$ cat src/rtl/av_mute_play_ctrl.sv
module av_mute_play_ctrl #(
  parameter int SW         = 16,
  parameter int CHANNELS   = 2,
  parameter int RAMP_STEPS = 16
) (
  input  logic                   clk,
  input  logic                   rst_n,
  input  logic                   mute_pin_n,
  input  logic                   mute_reg,
  input  logic                   play_pin_n,
  input  logic                   play_reg,
  input  logic                   frame_end_i,
  input  logic                   buf_full_i,
  input  logic                   in_valid_i,
  output logic                   in_ready_o,
  input  logic [SW*CHANNELS-1:0] in_data_i,
  output logic                   clk_run_o,
  output logic [SW*CHANNELS-1:0] out_data_o,
  output logic                   req_o
);
  localparam int DW  = SW * CHANNELS;
  localparam int SHW = $clog2(RAMP_STEPS + 1);
  localparam logic [SHW-1:0] STEP_MAX = SHW'(RAMP_STEPS);

  localparam logic [1:0] M_STOP = 2'b00;
  localparam logic [1:0] M_HOLD = 2'b01;
  localparam logic [1:0] M_PLAY = 2'b10;
  localparam logic [1:0] M_SOFT = 2'b11;

  logic [1:0]     mode_q, mode_nx;
  logic [SHW-1:0] shift_q, shift_nx;
  logic [DW-1:0]  scaled;
  logic           running, boundary;

  assign mode_nx  = {~play_pin_n & play_reg, ~mute_pin_n | mute_reg};
  assign running  = (mode_q != M_STOP);
  assign boundary = frame_end_i | ~running;

  assign in_ready_o = boundary & mode_nx[1];
  assign clk_run_o  = running;

  assign shift_nx = (mode_nx != M_SOFT) ? '0 :
                    (shift_q == STEP_MAX) ? STEP_MAX : shift_q + SHW'(1);

  for (genvar c = 0; c < CHANNELS; c++) begin : g_ch
    assign scaled[c*SW +: SW] = (shift_nx == STEP_MAX) ? '0 :
                                SW'($signed(in_data_i[c*SW +: SW]) >>> shift_nx);
  end

  always_ff @(posedge clk or negedge rst_n) begin
    if (!rst_n) begin
      mode_q     <= M_STOP;
      shift_q    <= '0;
      out_data_o <= '0;
      req_o      <= 1'b1;
    end else begin
      req_o <= buf_full_i;
      if (boundary) begin
        mode_q  <= mode_nx;
        shift_q <= shift_nx;
        case (mode_nx)
          M_HOLD:         out_data_o <= '0;
          M_PLAY, M_SOFT: out_data_o <= in_valid_i ? scaled : '0;
          default:        out_data_o <= out_data_o;
        endcase
      end
    end
  end
endmodule

$ cat config.mk
export PLATFORM = sky130hd
export DESIGN_NAME = av_mute_play_ctrl
export DESIGN_NICKNAME = d
export VERILOG_FILES = /design/src/rtl/av_mute_play_ctrl.sv
export SDC_FILE = /design/constraint.sdc
export NUM_CORES = 1
export LEC_CHECK = 0
export ABC_AREA = 1
export CORE_ASPECT_RATIO = 0.9
export CORE_MARGIN = 3
export CORE_UTILIZATION = 31
export CTS_BUF_LIST = sky130_fd_sc_hd__clkbuf_4
export DETAILED_ROUTE_END_ITERATION = 10
export PLACE_DENSITY_LB_ADDON = 0.25
export SKIP_CTS_REPAIR_TIMING = 1
export SYNTH_ARGS = -nofsm -noshare
export SYNTH_HDL_FRONTEND = slang
export SYNTH_SLANG_ARGS = --single-unit
export TNS_END_PERCENT = 5
$ cat constraint.sdc
create_clock -name clk -period 4.6 [get_ports clk]
set_input_delay 0.92 -clock clk [delete_from_list [all_inputs] [get_ports clk]]
set_output_delay 0.92 -clock clk [all_outputs]
set_load 0.03 [all_outputs]
Word level (Yosys, flattened, before mapping). Cells that the tools add are included.

Multiplexer cells: 6. Add/sub/neg operators: 1. Shift-type cells: 2. Eq/ne operators: 6. Reduce and logical (&&, ||, !) cells: 4. Bitwise operators: 7.

Operator list (count): 32-bit case mux with 2 select lines (1); 16-bit 2-to-1 mux (2); 32-bit 2-to-1 mux (1); 16-bit by 5-bit >>> shifter with 16-bit output (2); 5-bit == test (second input constant) (2); 5-bit 2-to-1 mux (2); 5-bit by 1-bit adder with 5-bit output (second input constant) (1); 2-bit == test (second input constant) (2); 2-bit nonzero test (2); 1-bit inverter (3); 1-bit bitwise AND (2); 2-bit by 1-bit == test with 1-bit output (second input constant) (1); 2-bit inequality test (second input constant) (1); 1-bit bitwise OR (2); 2-bit AND reduction (1); 2-bit OR reduction (1).

Bits in registers: 40. Output and inout port bits: 35.

Logic depth before layout (Yosys ltp). Gate-level depths: netlist of run 1.

Depth in word-level cells: 8. Depth in mapped cells: 18.

Least setup slack after synthesis of run 1. OpenSTA, ideal clock, no wires.

Path kind: input to output. Start point: input port play_pin_n. End point: output port in_ready_o. Stages: 3. Required time: 3680 ps. Setup slack: 2044 ps. Path buffers: 0. Data arrival time: 1636 ps. Path through: clkinv_1 -> nand2_2 -> nor2_1.

Word-level cells in the longest chain between the ends: 3.

Ends and longest elaborated chain: start, declared (RTL line 10) `input logic play_pin_n,`; 1-bit inverter (RTL line 35) `assign mode_nx = {~play_pin_n & play_reg, ~mute_pin_n | mute_reg};`; 1-bit bitwise AND (RTL line 35); 1-bit bitwise AND (RTL line 39) `assign in_ready_o = boundary & mode_nx[1];`; end, declared (RTL line 15) `output logic in_ready_o,`.

No other way between the ends.

Worst setup path in the final report of run 1.
Start point: input port play_reg. End point: output port in_ready_o.

Word-level cells in the longest chain between the ends: 2.

Ends and longest elaborated chain: start, declared (RTL line 11) `input logic play_reg,`; 1-bit bitwise AND (RTL line 35); 1-bit bitwise AND (RTL line 39).

No other way between the ends.

==> results.md, run 1 <==
* RePlAce Congestion at 0.868
* Final count of hold timing violations at 0
* Post-Synth XOR/XNOR Area at 0.498%
* Worst EP required at 3.68 ns
* Synth Instances at 583
* Yosys top cell by area: nand2_1
* Root Driver: clkbuf_4
* Dpl ws at 1.10 ns
* First-pass GRT wire length at 17700 µm
* Avg Inst Size Synth at 6.03 µm²
* Relative slew slack at 40.1%
* DRC viols at 0
* Synth top area share at 28.8%
* Total CTS buffers at 5
* CP max-delay cell: clkdlybuf4s50_1
* Cell family with most CP delay: buffers and inverters
* Non-filler instance count after layout at 788
* CP Capture Type: output pin
* Via count at 3857
* Leakage power at 2.38 nW
* Maximum buffer depth of the clock tree at 2
* TNS Setup at 0 ns
* Final Skew at 0.0112 ns
* Core area at 0.0109 mm²
* Worst setup path class: in2out
* Antenna Cells at 0
* Starting Density at 32.1%
* CP startpoint kind: input port
* Most frequent CP cell: clkdlybuf4s50_1
* Post-Syn Area at 0.00352 mm²
* Vias in the first global route at 3722
* HPWL Detailed at 7590 µm
* Boundary Pins at 76
* Reg2reg start: shift_q[0]
* Tcrit/Tclk final at 76.3%
* Fmax at 0.285 GHz
* Iteration-0 DRC Markers at 296
* Worst skew pair latency at 0.36 ns
* # placed instances at 780
* CTS tree: yes
* Met2 wire length at 5060 µm
* Area grow syn2layout at 25.0%
* Largest net degree at the start of global routing at 41
* Netlist cell types at 27
* Die Y at 107 µm
* Primary FF master, synth: dfrtp_1
* Count leader, synth: nand2_1
* Seq cells post-synth at 40
* Compound-Gate Fraction of Synth Area at 3.24%
* Routed WL at 10500 µm
* Max layer used: met4
* Yosys warnings at 0
* Run status: finished clean
* Clock-pin transition on the worst setup and hold timing paths at 0.12 ns
* Maximum vdd drop at 0.123 mV
* Register area share after synthesis at 28.5%
* Final setup fails at 0
* Fillers at 1225
* Syn Nets at 626
* Critical path buffer and inverter count at 2
* Cells along the critical path: clkdlybuf4s50_1 -> nand2_2 -> nor2_1 -> clkdlybuf4s50_1
* DR pass1 iterations at 5
* Ranking of synthesized cells by area: nand2_1, dfrtp_1, nand3_1
* Pwr/cell area at 235 mW/mm²
* Arrival time at the worst endpoint at 2.59 ns
* Met3 WL post-DR at 503 µm
* Via density at 4.89
* Worst-path fanout max at 3
* GR Overflow Total at 0
* Min-Delay Path Class: reg2reg
* Post-synthesis adder-cell area fraction at 0.711%
* Unrepaired setup endpoints after global routing: no
* Port Buffers at 75
* Clock Sink Count at 40
* Slew @ Worst Pin at 0.898 ns
* Crit. Startpoint: play_reg
* Fin. max-slew vios at 0
* Final Critical Period at 3.51 ns
* Synth cell count leaders: nand2_1, nand3_1, inv_1
* Die Width at 118 µm
* Nets at 678
* Critical Path Max Stage Delay at 0.74 ns
* Largest family of logic cells by synthesized area: simple AND/OR/NAND/NOR gates
* Wire length on met1 at 4720 µm
* GRT Overall Usage at 16.8%
* Final ANT Viol Nets at 0
* Worst setup margin at 1.09 ns
* Fraction of layout cells with a size suffix above 1 at 6.13%
* Mux cell area share after synthesis at 0%
* Routed length per instance at 13.3 µm
* EDFF count, synth at 0
* Max H-tree Level at 2
* Synth Area in Simple Gates at 55.7%
* Ys async rst share at 100%
* Initial antenna violation count at 0
* Max-cap violations at 0
* Die area at 0.0127 mm²
* Hold path start: out_data_o[27]
* FP Rows at 36
[report_power, final]
part / internal [W] / leakage (nW) / switching [W]
Clock: 0.000176 / 0.0559 / 0.000123
Combinational: 0.000129 / 1.78 / 0.000219
Sequential: 0.000373 / 0.542 / 0.0000118
[per-layer routing]
metal	GRT usage (%)	vias to the layer above
met5	0	-
met4	4.35	0
met3	3.06	17
met2	29.5	101
met1	21.4	1764
li1	-	1975
[per-stage QoR]
step	hold WS [ns]	power, W	utilization (%)	instance area [µm²]
floorplan	0.499	0.000616	-	3520
global placement	0.461	0.000742	39.2	4290
detailed placement	0.467	0.000742	39.2	4290
CTS	0.501	0.00105	40.2	4400
global route	0.514	0.00110	40.2	4400
finish	0.494	0.00103	40.2	4400
[worst reg2reg max path: stages (launching register included)]
cell and delay, ns:
dfrtp_1 0.44, inv_2 0.49, ha_1 0.26, nand2_1 0.05
inv_1 0.11, nand2_4 0.26, nand3_4 0.44, nand2_1 0.18
nand3_1 0.12, nand2_1 0.08, nand2_1 0.09, nand3_1 0.08
nand2_1 0.07, nand2_1 0.05, nand2_1 0.09, nand2_1 0.05
[cell families (layout without fill, tap and decap cells)]
family | after synthesis | after routing
AO/OA/AOI/OAI | 16 | 16
XOR/XNOR | 2 | 2
adder cells (fa/ha/maj) | 2 | 2
buffers and inverters | 90 | 143
flip-flops | 40 | 40
AND/OR/NAND/NOR | 433 | 433
[area by class of cell]
class / count / area (µm²) / share of cell area, %
multi-input cells: 453 / 2120 / 48.1
repair buffers: 79 / 776 / 17.6
clock inverters: 2 / 60.1 / 1.37
well taps: 152 / 190 / 4.32
inverters: 56 / 210 / 4.78
flip-flops and latches: 40 / 1000 / 22.8
clock buffers: 6 / 45.0 / 1.02
[state kept, by name, summed over array words and instances (netlist names)]
| register | cells |
|---|---|
| out_data_o | 32 |
| shift_q | 5 |
| mode_q | 2 |
| req_o | 1 |
[placed cells by master (no fill, tap or decap)]
cell | netlist | final
nand4_1 | 33 | 33
a21oi_1 | 1 | 1
a21oi_4 | 2 | 2
bufinv_16 | 0 | 2
buf_2 | 14 | 1
nand2_1 | 270 | 270
a21oi_2 | 2 | 2
nand3_1 | 112 | 112
nand3_4 | 3 | 3
inv_2 | 6 | 6
o21ai_0 | 10 | 10
clkdlybuf4s50_1 | 0 | 74
xor2_1 | 2 | 2
dfstp_2 | 1 | 1
nand2_2 | 2 | 2
nor3b_4 | 1 | 1
buf_4 | 8 | 4
o21ai_2 | 1 | 1
nor2_1 | 4 | 4
nor2_8 | 1 | 1
clkinv_1 | 3 | 3
dfrtp_1 | 39 | 39
nand2_4 | 1 | 1
ha_1 | 2 | 2
clkbuf_4 | 0 | 6
inv_1 | 47 | 47
nor2_2 | 3 | 3
nand3_2 | 3 | 3
[final timing paths]
check                      slack, ns  cells after the start              to
max in group asynchronous       3.36                      1  out_data_o[15]
setup reg to reg                1.65                     15  out_data_o[26]
hold / removal                  0.49                      2  out_data_o[27]
setup / recovery                1.09                      4      in_ready_o
min in group asynchronous       0.67                      1  out_data_o[24]
hold reg to reg                 0.49                      2  out_data_o[27]
Power figures use the tool's default switching activity.
==> inputs of run 2 (changes only) <==
==> constraint.sdc (replaced) <==
create_clock -name clk -period 3.3 [get_ports clk]
set_input_delay 0.66 -clock clk [delete_from_list [all_inputs] [get_ports clk]]
set_output_delay 0.66 -clock clk [all_outputs]
set_load 0.03 [all_outputs]
==> run 2 against run 1 <==
- clock power is 15% lower
- sequential share of layout area down 0.097 points
- sequential power increased by 39%
- final cell count increased by 1.1%
- combinational power is 42% higher
- wire length up 0.66%
- sequential cell count did not move
- critical path depth unchanged
==> results.md, run 2 (synthesis results as in run 1) <==
* Run status: finished clean (unchanged)
* FP Rows at 36 (unchanged)
* Final setup fails at 0 (unchanged)
* Core area at 0.0109 mm² (unchanged)
* Nets at 687 (was 678)
* Most common cell after layout, fill and taps aside: nand2_1 (unchanged)
* Biggest register: out_data_o (unchanged)
* GR Overflow Total at 0 (unchanged)
* Slew @ Worst Pin at 0.890 ns (was 0.898 ns)
* Clock-pin transition on the worst setup and hold timing paths at 0.11 ns (was 0.12 ns)
* Initial antenna violation count at 0 (unchanged)
* Placed cell area at 0.00436 mm² (was 0.00429 mm²)
* Worst setup path class: in2out (unchanged)
* HPWL Detailed at 7900 µm (was 7590 µm)
* Boundary Pins at 76 (unchanged)
* CTS tree: yes (unchanged)
* Min-Delay Path Class: in2async (was reg2reg)
* Fillers at 1210 (was 1225)
* Worst EP required at 2.64 ns (was 3.68 ns)
* Root Driver: clkbuf_4 (unchanged)
* GRT Overall Usage at 17.0% (was 16.8%)
* Max-cap violations at 0 (unchanged)
* Port Buffers at 75 (unchanged)
* First-pass GRT wire length at 18100 µm (was 17700 µm)
* Starting Density at 32.1% (unchanged)
* Fmax at 0.356 GHz
* Max FFs per register at 32 (unchanged)
* Cells along the critical path: clkdlybuf4s50_1 -> a21oi_2 -> nor2_1 -> clkdlybuf4s50_1 (was clkdlybuf4s50_1 -> nand2_2 -> nor2_1 -> clkdlybuf4s50_1)
* Via count at 3916 (was 3857)
* Maximum buffer depth of the clock tree at 2 (unchanged)
* Final ANT Viol Nets at 0 (unchanged)
* DR pass1 iterations at 6 (was 5)
* Area of the multi-input gates at 0.00212 mm² (unchanged)
* Total CTS buffers at 5 (unchanged)
* Iteration-0 DRC Markers at 242 (was 296)
* Via density at 4.91 (was 4.89)
* Maximum vdd drop at 0.221 mV (was 0.123 mV)
* Antenna Cells at 0 (unchanged)
* Final Critical Period at 2.81 ns
* Routed length per instance at 13.2 µm (was 13.3 µm)
* CP startpoint kind: input port (unchanged)
* Clock Sink Count at 40 (unchanged)
* Pwr/cell area at 291 mW/mm² (was 235 mW/mm²)
* Critical Path Max Stage Delay at 0.62 ns (was 0.74 ns)
* DRC viols at 0 (unchanged)
* Final count of hold timing violations at 0 (unchanged)
* Die area at 0.0127 mm² (unchanged)
* Worst skew pair latency at 0.35 ns (was 0.36 ns)
* Routed WL at 10500 µm (about the same)
* Fraction of layout cells with a size suffix above 1 at 7.29% (was 6.13%)
* Tcrit/Tclk final at 85.0%
* Most frequent CP cell: clkdlybuf4s50_1 (unchanged)
* CP max-delay cell: clkdlybuf4s50_1 (unchanged)
* Final Skew at 0.0105 ns (was 0.0112 ns)
* TNS Setup at 0 ns (unchanged)
* Register area at 0.00100 mm² (unchanged)
* Commonest cells after routing, fill and taps aside: nand2_1, nand3_1, clkdlybuf4s50_1 (unchanged)
* Relative slew slack at 40.7% (was 40.1%)
* Unrepaired setup endpoints after global routing: no (unchanged)
* RePlAce Congestion at 0.847 (was 0.868)
* Die Width at 118 µm (unchanged)
* Worst-path fanout max at 10 (was 3)
* Die Y at 107 µm (unchanged)
* Largest net degree at the start of global routing at 41 (unchanged)
* Area grow syn2layout at 25.6% (was 25.0%)
* Vias in the first global route at 3979 (was 3722)
* Top Registers: out_data_o x32, shift_q x5, mode_q x2 (unchanged)
* Arrival time at the worst endpoint at 2.15 ns (was 2.59 ns)
* Fin. max-slew vios at 0 (unchanged)
* CP Capture Type: output pin (unchanged)
* Max H-tree Level at 2 (unchanged)
* Final Cell Area at 0.00442 mm² (was 0.00440 mm²)
* Leakage power at 2.40 nW (was 2.38 nW)
## run 2: final timing paths
check,startpoint,end,slack [ns],depth (start not counted)
max in group asynchronous,rst_n,out_data_o[0],2.31,1
min in group clk,out_data_o[23],out_data_o[23],0.49,2
hold reg to reg,out_data_o[23],out_data_o[23],0.49,2
setup reg to reg,shift_q[0],out_data_o[3],0.80,14
hold / removal,rst_n,out_data_o[22],0.42,1
setup / recovery,frame_end_i,in_ready_o,0.49,4
## run 2: area by class of cell
class / count / share of cell area, %
inverter: 56 / 4.76
clock buffer: 7 / 1.19
timing repair buffer: 88 / 19.1
multi-input combinational: 453 / 47.9
clock inverter: 1 / 0.0850
tap: 152 / 4.30
sequential: 40 / 22.7
## run 2: worst max-delay path, delay by kind of cell
kind                   cells  cell delay, ns
buffers and inverters      2            1.05
AND/OR/NAND/NOR            1            0.11
AO/OA/AOI/OAI              1            0.33
## run 2: per-stage QoR
| step | setup slack (ns) | util, % | hold WS, ns | power, W | instances |
|---|---|---|---|---|---|
| finish | 0.494 | 40.4 | 0.420 | 0.00128 | 797 |
| global route | 0.416 | 40.4 | 0.482 | 0.00139 | 797 |
| CTS | 0.485 | 40.4 | 0.443 | 0.00130 | 797 |
| detailed placement | 0.441 | 39.8 | 0.465 | 0.00104 | 789 |
| global placement | 0.470 | 39.8 | 0.462 | 0.00104 | 789 |
| floorplan | 1.15 | - | 0.364 | 0.000859 | 583 |
## run 2: where the power goes
group	internal (W)	switching, W
sequential	0.000520	0.0000170
clock	0.0000985	0.000153
combinational	0.000187	0.000308
## run 2: per-layer routing
metal	global-route usage [%]	vias to the layer above	share of wire, %
met2	30.1	113	48
met1	21.5	1785	45
met3	3.32	14	5.1
li1	-	2004	-
met4	3.77	0	1.6
met5	0	-	0
